$ cat src/rtl/wdg_pkg.sv
package wdg_pkg;

    typedef enum logic [2:0] {
        WD_OFF,
        WD_RUN,
        WD_PDOWN,
        WD_WAKE,
        WD_FIRE
    } wd_state_e;

    typedef enum logic {
        KEY_WAIT_A,
        KEY_WAIT_B
    } key_state_e;

endpackage

$ cat src/rtl/wdg_key_seq.sv
module wdg_key_seq #(
    parameter int          ADDR_W  = 8,
    parameter int          DATA_W  = 8,
    parameter logic [7:0]  KEY_REG = 8'hA6,
    parameter logic [7:0]  KEY_A   = 8'h1E,
    parameter logic [7:0]  KEY_B   = 8'hE1
) (
    input  logic              clk,
    input  logic              rst_n,
    input  logic              flush,
    input  logic              wr,
    input  logic [ADDR_W-1:0] addr,
    input  logic [DATA_W-1:0] wdata,
    output logic              key_done
);
    import wdg_pkg::*;

    key_state_e ks_q, ks_d;
    logic       done_d;
    logic       hit;

    assign hit = wr && (addr == ADDR_W'(KEY_REG));

    always_comb begin
        ks_d   = ks_q;
        done_d = 1'b0;
        if (flush) begin
            ks_d = KEY_WAIT_A;
        end else if (hit) begin
            unique case (ks_q)
                KEY_WAIT_A: ks_d = (wdata == DATA_W'(KEY_A)) ? KEY_WAIT_B : KEY_WAIT_A;
                KEY_WAIT_B: begin
                    if (wdata == DATA_W'(KEY_B)) begin
                        ks_d   = KEY_WAIT_A;
                        done_d = 1'b1;
                    end else if (wdata == DATA_W'(KEY_A)) begin
                        ks_d = KEY_WAIT_B;
                    end else begin
                        ks_d = KEY_WAIT_A;
                    end
                end
                default: ks_d = KEY_WAIT_A;
            endcase
        end
    end

    always_ff @(posedge clk or negedge rst_n) begin
        if (!rst_n) begin
            ks_q     <= KEY_WAIT_A;
            key_done <= 1'b0;
        end else begin
            ks_q     <= ks_d;
            key_done <= done_d;
        end
    end

endmodule

$ cat src/rtl/wdg_counter.sv
module wdg_counter #(
    parameter int CNT_W = 14
) (
    input  logic             clk,
    input  logic             rst_n,
    input  logic             clr,
    input  logic             inc,
    output logic [CNT_W-1:0] cnt,
    output logic             at_max
);
    always_ff @(posedge clk or negedge rst_n) begin
        if (!rst_n) begin
            cnt <= '0;
        end else if (clr) begin
            cnt <= '0;
        end else if (inc) begin
            cnt <= cnt + CNT_W'(1);
        end
    end

    assign at_max = &cnt;

endmodule

$ cat src/rtl/wdg_pulse.sv
module wdg_pulse #(
    parameter int PULSE_LEN = 96,
    localparam int PW = $clog2(PULSE_LEN + 1)
) (
    input  logic clk,
    input  logic rst_n,
    input  logic start,
    output logic active,
    output logic last
);
    logic [PW-1:0] left_q;

    always_ff @(posedge clk or negedge rst_n) begin
        if (!rst_n) begin
            left_q <= '0;
        end else if (start) begin
            left_q <= PW'(PULSE_LEN);
        end else if (left_q != '0) begin
            left_q <= left_q - PW'(1);
        end
    end

    assign active = (left_q != '0);
    assign last   = (left_q == PW'(1));

endmodule

$ cat src/rtl/seq_watchdog.sv
module seq_watchdog #(
    parameter int         CNT_W     = 14,
    parameter int         PULSE_LEN = 96,
    parameter int         ADDR_W    = 8,
    parameter int         DATA_W    = 8,
    parameter logic [7:0] KEY_REG   = 8'hA6,
    parameter logic [7:0] KEY_A     = 8'h1E,
    parameter logic [7:0] KEY_B     = 8'hE1
) (
    input  logic              clk,
    input  logic              rst_n,
    input  logic              tick,
    input  logic              sfr_wr,
    input  logic [ADDR_W-1:0] sfr_addr,
    input  logic [DATA_W-1:0] sfr_wdata,
    input  logic              pd_mode,
    input  logic              idle_mode,
    input  logic              idle_freeze,
    input  logic              wake_int_n,
    output logic              wdt_rst
);
    import wdg_pkg::*;

    wd_state_e        state_q, state_d;
    logic             key_done;
    logic [CNT_W-1:0] cnt_q;
    logic             at_max;
    logic             cnt_clr, cnt_inc, trip;
    logic             pulse_last;
    logic             count_ok;

    wdg_key_seq #(
        .ADDR_W (ADDR_W), .DATA_W (DATA_W),
        .KEY_REG(KEY_REG), .KEY_A(KEY_A), .KEY_B(KEY_B)
    ) u_key (
        .clk     (clk),
        .rst_n   (rst_n),
        .flush   (state_q == WD_FIRE),
        .wr      (sfr_wr),
        .addr    (sfr_addr),
        .wdata   (sfr_wdata),
        .key_done(key_done)
    );

    wdg_counter #(.CNT_W(CNT_W)) u_cnt (
        .clk   (clk),
        .rst_n (rst_n),
        .clr   (cnt_clr),
        .inc   (cnt_inc),
        .cnt   (cnt_q),
        .at_max(at_max)
    );

    wdg_pulse #(.PULSE_LEN(PULSE_LEN)) u_pulse (
        .clk   (clk),
        .rst_n (rst_n),
        .start (trip),
        .active(wdt_rst),
        .last  (pulse_last)
    );

    // a tick counts unless power-down or frozen idle holds it
    assign count_ok = tick && !pd_mode && !(idle_mode && idle_freeze);

    // state register
    always_ff @(posedge clk or negedge rst_n) begin
        if (!rst_n) state_q <= WD_OFF;
        else        state_q <= state_d;
    end

    // next state and outputs toward counter and pulse generator
    always_comb begin
        state_d = state_q;
        cnt_clr = 1'b0;
        cnt_inc = 1'b0;
        trip    = 1'b0;
        unique case (state_q)
            WD_OFF: begin
                if (key_done) begin
                    state_d = WD_RUN;
                    cnt_clr = 1'b1;
                end
            end
            WD_RUN: begin
                if (key_done) begin
                    cnt_clr = 1'b1;
                end else if (count_ok) begin
                    if (at_max) begin
                        trip    = 1'b1;
                        cnt_clr = 1'b1;
                    end else begin
                        cnt_inc = 1'b1;
                    end
                end
                if (trip)         state_d = WD_FIRE;
                else if (pd_mode) state_d = WD_PDOWN;
            end
            WD_PDOWN: begin
                cnt_clr = key_done;
                if (!pd_mode) state_d = wake_int_n ? WD_RUN : WD_WAKE;
            end
            WD_WAKE: begin
                cnt_clr = key_done;
                if (wake_int_n) state_d = WD_RUN;
            end
            WD_FIRE: begin
                if (pulse_last) state_d = WD_OFF;
            end
            default: state_d = WD_OFF;
        endcase
    end

endmodule

$ cat config.mk
export PLATFORM = sky130hd
export DESIGN_NAME = seq_watchdog
export DESIGN_NICKNAME = d
export VERILOG_FILES = /design/src/rtl/wdg_pkg.sv /design/src/rtl/wdg_key_seq.sv /design/src/rtl/wdg_counter.sv /design/src/rtl/wdg_pulse.sv /design/src/rtl/seq_watchdog.sv
export SDC_FILE = /design/constraint.sdc
export NUM_CORES = 1
export LEC_CHECK = 0
export ABC_CLOCK_PERIOD_IN_PS = 3010
export BUFFER_PORTS_ARGS = -buffer_cell sky130_fd_sc_hd__buf_4
export CORE_MARGIN = 2
export CORE_UTILIZATION = 45
export DETAILED_ROUTE_END_ITERATION = 7
export GPL_ROUTABILITY_DRIVEN = 0
export PLACE_DENSITY = 0.71
export SLEW_MARGIN = 10
export SYNTH_ARGS = -nofsm -noshare
export SYNTH_HDL_FRONTEND = slang
export SYNTH_HIERARCHICAL = 1
export SYNTH_SLANG_ARGS = --single-unit
$ cat constraint.sdc
create_clock -name clk -period 3.01 [get_ports clk]
set_input_delay 0.301 -clock clk [delete_from_list [all_inputs] [get_ports clk]]
set_output_delay 0.301 -clock clk [all_outputs]
set_load 0.005 [all_outputs]
==> results.md, run 1 <==
* Clock Skews at 0.002453 ns
* Cells after Synth at 154
* Inserted Diodes at 0
* Row cnt at 21
* Required time of the critical path at 3.22 ns
* DRC viols at 0
* Hold WC Path Type: primary input to register
* Synthesized Nets at 181
* Sequential area share after synthesis at 42.90%
* Finished Core Util at 54.93%
* Initial DRC Count at 69
* Area delta synth->final at 18.98%
* Post-route insts no fill at 227
* Avg Vias per Cell at 5.551
* Final Net Count at 209
* Async S/R FF share, synth at 100.0%
* Die ar. at 0.003850 sq mm
* Power per standard cell area at 308.1 mW/mm^2
* Vias at 1260
* Seq cells post-synth at 26
* Pre-CTS setup slack at -0.03335 ns
* Detail Placement HPWL at 2.244 mm
* Layout fillers at 302
* Yosys warns at 6
* Peak supply drop at 0.0001544 V
* First-pass GRT wire length at 5.119 mm
* P_sw at 0.0001099 W
* Buffer and inverter count on the worst path at 0
* Top_reg_cell synth: dfrtp_1
* Top post-synthesis cells by area: dfrtp_1, a21oi_1, nor2_1
* Sequential Area at 650.6 sq um
* Fin worst setup slack at 0.2323 ns
* CP Max Fanout at 9
* Post-route cell area at 0.001804 sq mm
* Critical path startpoint category: register
* Post-synth EDFFs at 0
* Worst rel slew slack at 59.23%
* Yosys top cell by area: dfrtp_1
* Comb power frac at 6.8%
* CTS tree: built
* Outcome: completed
* Max H-tree Level at 1
* Initial antenna violation count at 0
* Part of the cycle the worst path needs at 92.28%
* Clock Power Share at 30.4%
* Syn_area_per_cell at 9.847 sq um
* Internal power component at 0.0004459 W
* Crit-path slowest cell: dfrtp_1
* Drt total wl at 2.960 mm
* Synthesized cell area at 0.001516 sq mm
* Worst-Margin Slew at 0.6069 ns
* Kind of cell adding the most delay to the critical path: simple AND/OR/NAND/NOR gates
* Area fraction of the dominant cell type after synthesis at 42.90%
* RSZ-0062 raised after global routing: false
* Multi-input gate area at 832.0 sq um
* Initial core utilization at 46.17%
* Period minus WS final at 2.778 ns
* CP Class: register to register
* Fmax at 360.0 MHz
* CP cell instances: ha_1, nand3_1, nor4_2, nand4_2, a21oi_2, o2111ai_4, nor4_1, mux2_2
* Vias in the first global route at 1277
* Sequential share of power at 62.8%
* Critical path's largest stage delay at 0.45 ns
* Skew-Pair Late Insertion Delay at 0.31 ns
* Placed cell areas at 0.001748 sq mm
* Io pins at 25
* Core area at 0.003284 sq mm
* Yosys cell types at 46
* Gr ovfl total at 0
* Setup violators final at 0
* Number of max-cap violations at 0
* Num CTS Buffers at 3
* GRT Overall Usage at 17.37%
* Share of layout cells above drive strength 1 at 24.86%
* Root buffer selected by CTS: clkbuf_4
* Die width at 62.05 um
* Clock transition at path regs at 0.13 ns
* Wirelength per Cell at 13.04 um
* Crit path DAT at 2.99 ns
* Setup crit end kind: register
* Final Hold Fails at 0
* Maximum number of pins on one net before global-route repair at 27
* CTS Sinks at 26
* Max Slew Vio Count at 0
* Post-route ant nets at 0
* Chip height at 62.05 um
* IO Port Bufs at 24
* Leak at 0.7638 nW
* Clock tree buffer depth at 2
* Post-Place Cells at 222
* DRT Pass-1 Iters at 4
* Sw Ratio at 19.78%
==> final timing paths <==
path	startpoint	cells after the start	to	slack [ns]
max	u_cnt/cnt[0]	8	u_cnt/cnt[13]	0.23
min	sfr_wdata[7]	3	u_key/key_done	0.23
max reg2reg	u_cnt/cnt[0]	8	u_cnt/cnt[13]	0.23
min reg2reg	u_key/key_done	1	state_q[2]	0.53
max in group asynchronous	rst_n	2	u_pulse/left_q[2]	2.34
min in group asynchronous	rst_n	2	u_cnt/cnt[6]	0.42
==> layout make-up <==
cell class | count | share of cell area [%]
multi-input cells | 118 | 46.12
flip-flops and latches | 26 | 36.06
repair buffers | 27 | 11.37
well taps | 46 | 3.190
clock buffers | 4 | 2.011
inverters | 6 | 1.248
==> layout by cell type (no fill, tap or decap), drive strengths merged, types with 2 or more instances in the layout <==
cell type / instances
mux2: 3
xnor2: 2
nor3b: 2
clkbuf: 4
nand2b: 2
nor4: 4
or3: 5
ha: 3
nand4: 7
inv: 6
o2111ai: 2
a21oi: 11
or4: 4
nor4b: 2
xor2: 4
a211oi: 3
dfrtp: 26
nor3: 8
o31ai: 6
o21ai: 3
buf: 26
mux2i: 2
nor2: 13
nand3: 5
nand4b: 2
nor2b: 5
nand2: 10
==> sequential cells by signal, summed over array words and instances (netlist names) <==
signal	count
state_q	3
u_cnt/cnt	14
u_key/key_done	1
u_key/ks_q	1
u_pulse/left_q	7
==> cell families after synthesis <==
group | Yosys count | synth area share [%]
xor gates and xnor gates | 6 | 3.465
DFF | 26 | 42.90
AOI/OAI and AO/OA | 30 | 15.43
muxes | 5 | 3.548
buffers and inverters | 10 | 2.888
adders and majority gates | 3 | 2.476
and+or+nand+nor | 74 | 29.29
==> metrics by stage <==
stage	TNS, ns	hold WS (ns)	total power, W
5_1_grt	0	0.2132	0.0005858
6_report	0	0.2270	0.0005559
2_1_floorplan	0	0.005409	0.0003613
3_5_place_dp	-0.05085	0.2292	0.0003933
3_3_place_gp	0	0.2323	0.0003921
4_1_cts	0	0.2153	0.0005688
==> layer usage <==
metal / global-route usage [%] / vias up / wire length (um)
met2: 29.61 / 27 / 1466
met3: 2.484 / 2 / 96
met1: 23.50 / 600 / 1387
met5: 0 / - / 0
li1: - / 631 / -
met4: 3.647 / 0 / 10
==> power by group through the flow <==
stage	sequential, W	clock (W)	combinational (W)
4_1_cts	0.000349	0.000181	0.0000384
3_5_place_dp	0.000356	0	0.0000374
2_1_floorplan	0.000356	0	0.00000527
6_report	0.000349	0.000169	0.0000376
5_1_grt	0.000350	0.000195	0.0000417
3_3_place_gp	0.000356	0	0.0000362
==> what timing repair did <==
action | in CTS | in global routing
pin swaps | 0 | 0
setup endpoints to repair | 5 | 8
setup buffers | 0 | 0
hold buffers | 1 | 0
hold endpoints to repair | 26 | 0
gates resized for setup | 1 | 1
==> worst reg2reg max path, cell delays in order (launching register included) <==
cell       delay [ns]
dfrtp_1          0.45
ha_1             0.24
nand3_1          0.11
nor4_2           0.43
nand4_2          0.21
a21oi_2          0.31
o2111ai_4        0.23
nor4_1           0.34
mux2_2           0.37
==> cells in the mapped netlist (4+ instances only) <==
| master | instances |
|---|---|
| xor2_1 | 4 |
| o31ai_1 | 5 |
| inv_1 | 6 |
| nand4_1 | 5 |
| nor4_1 | 4 |
| nor3_1 | 8 |
| nor2_1 | 13 |
| nand2_1 | 10 |
| a21oi_1 | 11 |
| nor2b_1 | 4 |
| dfrtp_1 | 26 |
| nand3_1 | 5 |
| or4_1 | 4 |
(Power assumes the default switching activity.)
==> run 2, diff against run 1 <==
- ABC_CLOCK_PERIOD_IN_PS: 3010 -> 3000
- CAP_MARGIN: unset -> 20
- CORE_MARGIN: 2 -> unset
- clock period: 3.01 -> 3 ns (I/O delays scaled with it)
==> run 2 against run 1 <==
  * Fmax is 0.45% higher
  * Critical path depth unchanged
  * Power increased by 2.2%
  * Via count rose by 3.3%
  * Core utilization increased by 2.7 points
  * First-iteration DRC count down 42%
  * Highest routed layer unchanged
  * Largest power group unchanged
  * Register-to-register slack about the same
  * Cell count decreased by 0.88%
==> results.md, run 2 (synthesis gave the netlist of run 1 again) <==
* Post-Place Cells at 220 (-0.90%)
* Share of layout cells above drive strength 1 at 24.86% (unchanged)
* Max Slew Vio Count at 0 (unchanged)
* GRT Overall Usage at 19.18% (+1.8 points)
* Final Hold Fails at 0 (unchanged)
* Max reg flops at 14 (unchanged)
* Sequential share of power at 61.7% (-1.1 points)
* Setup violators final at 0 (unchanged)
* Core area at 0.003128 sq mm (-4.8%)
* Leak at 0.7638 nW (unchanged)
* Critical path startpoint category: register
* Clock Skews at 0.02071 ns (+0.01826 ns)
* Gr ovfl total at 0 (unchanged)
* Setup crit end kind: register
* CP cell instances: ha_1, nand3_1, nor4_2, nand4_2, a21oi_2, o2111ai_4, nor4_1, mux2_2
* DRT Pass-1 Iters at 5 (+1)
* Initial DRC Count at 40 (-42%)
* Post-route cell area at 0.001802 sq mm (-0.14%)
* Inserted Diodes at 0 (unchanged)
* Power per standard cell area at 315.3 mW/mm^2 (+2.3%)
* Finished Core Util at 57.60% (+2.7 points)
* Worst-Margin Slew at 0.8117 ns (+0.2048 ns)
* P_sw at 0.0001203 W (+9.4%)
* CTS Sinks at 26 (unchanged)
* Die ar. at 0.003606 sq mm (-6.3%)
* Row cnt at 20 (-4.8%)
* CTS tree: built
* Sw Ratio at 21.18% (+1.4 points)
* Required time of the critical path at 3.22 ns (about the same)
* Final Net Count at 209 (unchanged)
* Reg2reg setup slack at 0.23 ns (about the same)
* Initial antenna violation count at 0 (unchanged)
* DRC viols at 0 (unchanged)
* Critical path's largest stage delay at 0.45 ns (about the same)
* Part of the cycle the worst path needs at 92.18% (-0.11 points)
* Io pins at 25 (unchanged)
* CP Max Fanout at 9 (unchanged)
* Vias at 1301 (+3.3%)
* Outcome: completed
* Post-CTS repair timing setup buffer count at 0 (unchanged)
* Hold WC Path Type: primary input to register
* Root buffer selected by CTS: clkbuf_4
* Vias in the first global route at 1234 (-3.4%)
* Buffer and inverter count on the worst path at 0 (unchanged)
* Placed cell areas at 0.001745 sq mm (-0.14%)
* Clock tree buffer depth at 2 (unchanged)
* Drt total wl at 3.028 mm (+2.3%)
* RSZ-0062 raised after global routing: false
* Max H-tree Level at 1 (unchanged)
* Maximum number of pins on one net before global-route repair at 27 (unchanged)
* Wirelength per Cell at 13.46 um (+3.2%)
* Post-route insts no fill at 225 (-0.88%)
* Clock Power Share at 31.7% (+1.3 points)
* Pre-CTS setup slack at -0.06494 ns (-0.03159 ns)
* Post-route ant nets at 0 (unchanged)
* CP Class: register to register
* Comb power frac at 6.6% (-0.2 points)
* Initial core utilization at 48.48% (+2.3 points)
* Largest reg by FF count: u_cnt/cnt
* Die width at 60.05 um (-3.2%)
* Layout fillers at 263 (-13%)
* Crit path DAT at 2.98 ns (about the same)
* Total power at 0.0005681 W (+2.2%)
* Detail Placement HPWL at 2.317 mm (+3.3%)
* Peak supply drop at 0.0001286 V (-17%)
* Num CTS Buffers at 3 (unchanged)
* Fin worst setup slack at 0.2347 ns (+0.002380 ns)
* Internal power component at 0.0004478 W (+0.41%)
* First-pass GRT wire length at 5.278 mm (+3.1%)
* Kind of cell adding the most delay to the critical path: simple AND/OR/NAND/NOR gates
* Worst rel slew slack at 45.47% (-14 points)
* Skew-Pair Late Insertion Delay at 0.33 ns (+0.02 ns)
* Crit-path slowest cell: dfrtp_1
* Number of max-cap violations at 0 (unchanged)
* Fmax at 361.6 MHz (+0.45%)
* IO Port Bufs at 24 (unchanged)
* Most frequent cells in the layout: buf_4, dfrtp_1, nor2_1, nand2_1, a21oi_1
* Chip height at 60.05 um (-3.2%)
* Period minus WS final at 2.765 ns (-0.01238 ns)
* Avg Vias per Cell at 5.782 (+4.2%)
* Area delta synth->final at 18.81%
* Regs by FF count: u_cnt/cnt x14, u_pulse/left_q x7, state_q x3
* Clock transition at path regs at 0.13 ns (about the same)
-- run 2: cell counts in the layout (fill, tap and decap cells not counted) --
No cell type changed its count.
-- run 2: through the flow --
| stage | hold slack, ns | TNS [ns] |
|---|---|---|
| finish | 0.2185 | 0 |
| CTS | 0.2059 | 0 |
| floorplan | 0.004409 | 0 |
| detailed placement | 0.2333 | -0.1551 |
| global route | 0.2178 | 0 |
| global placement | 0.2283 | 0 |
-- run 2: timing repair --
item	in CTS	in global routing
hold buffers	1	0
resized for setup	1	1
setup endpoints to repair	6	9
hold endpoints to repair	26	0
-- run 2: layout make-up --
cell class | count | area (sq um) | share of cell area (%)
tap | 44 | 55.05 | 3.056
sequential | 26 | 650.6 | 36.11
multi-input combinational | 118 | 832.0 | 46.18
inverter | 6 | 22.52 | 1.250
clock buffer | 4 | 36.28 | 2.014
timing repair buffer | 27 | 205.2 | 11.39
-- run 2: metal layers --
metal | up-vias | wire [um] | track usage [%]
met3 | 2 | 142 | 2.814
li1 | 635 | - | -
met4 | 0 | 16 | 4.983
met5 | - | 0 | 0
met1 | 626 | 1395 | 25.00
met2 | 38 | 1474 | 33.17
-- run 2: worst paths after layout --
path | startpoint | end | cells past startpoint
setup / recovery | u_cnt/cnt[0] | u_cnt/cnt[11] | 8
hold / removal | sfr_wdata[7] | u_key/key_done | 3
setup reg to reg | u_cnt/cnt[0] | u_cnt/cnt[11] | 8
hold reg to reg | u_key/key_done | state_q[2] | 1
max in group asynchronous | rst_n | u_cnt/cnt[2] | 2
min in group asynchronous | rst_n | u_cnt/cnt[12] | 2
-- run 2: power by group through the flow --
| stage | sequential, W | clock, W | combinational, W |
|---|---|---|---|
| detailed placement | 0.000357 | 0 | 0.0000372 |
| floorplan | 0.000357 | 0 | 0.00000529 |
| global route | 0.000351 | 0.000200 | 0.0000414 |
| finish | 0.000351 | 0.000180 | 0.0000375 |
| CTS | 0.000351 | 0.000185 | 0.0000384 |
| global placement | 0.000357 | 0 | 0.0000360 |
-- run 2: worst min-delay path, delay by kind of cell --
kind	cells	cell delay, ns
buffers and inverters	1	0.11
and+or+nand+nor	2	0.10
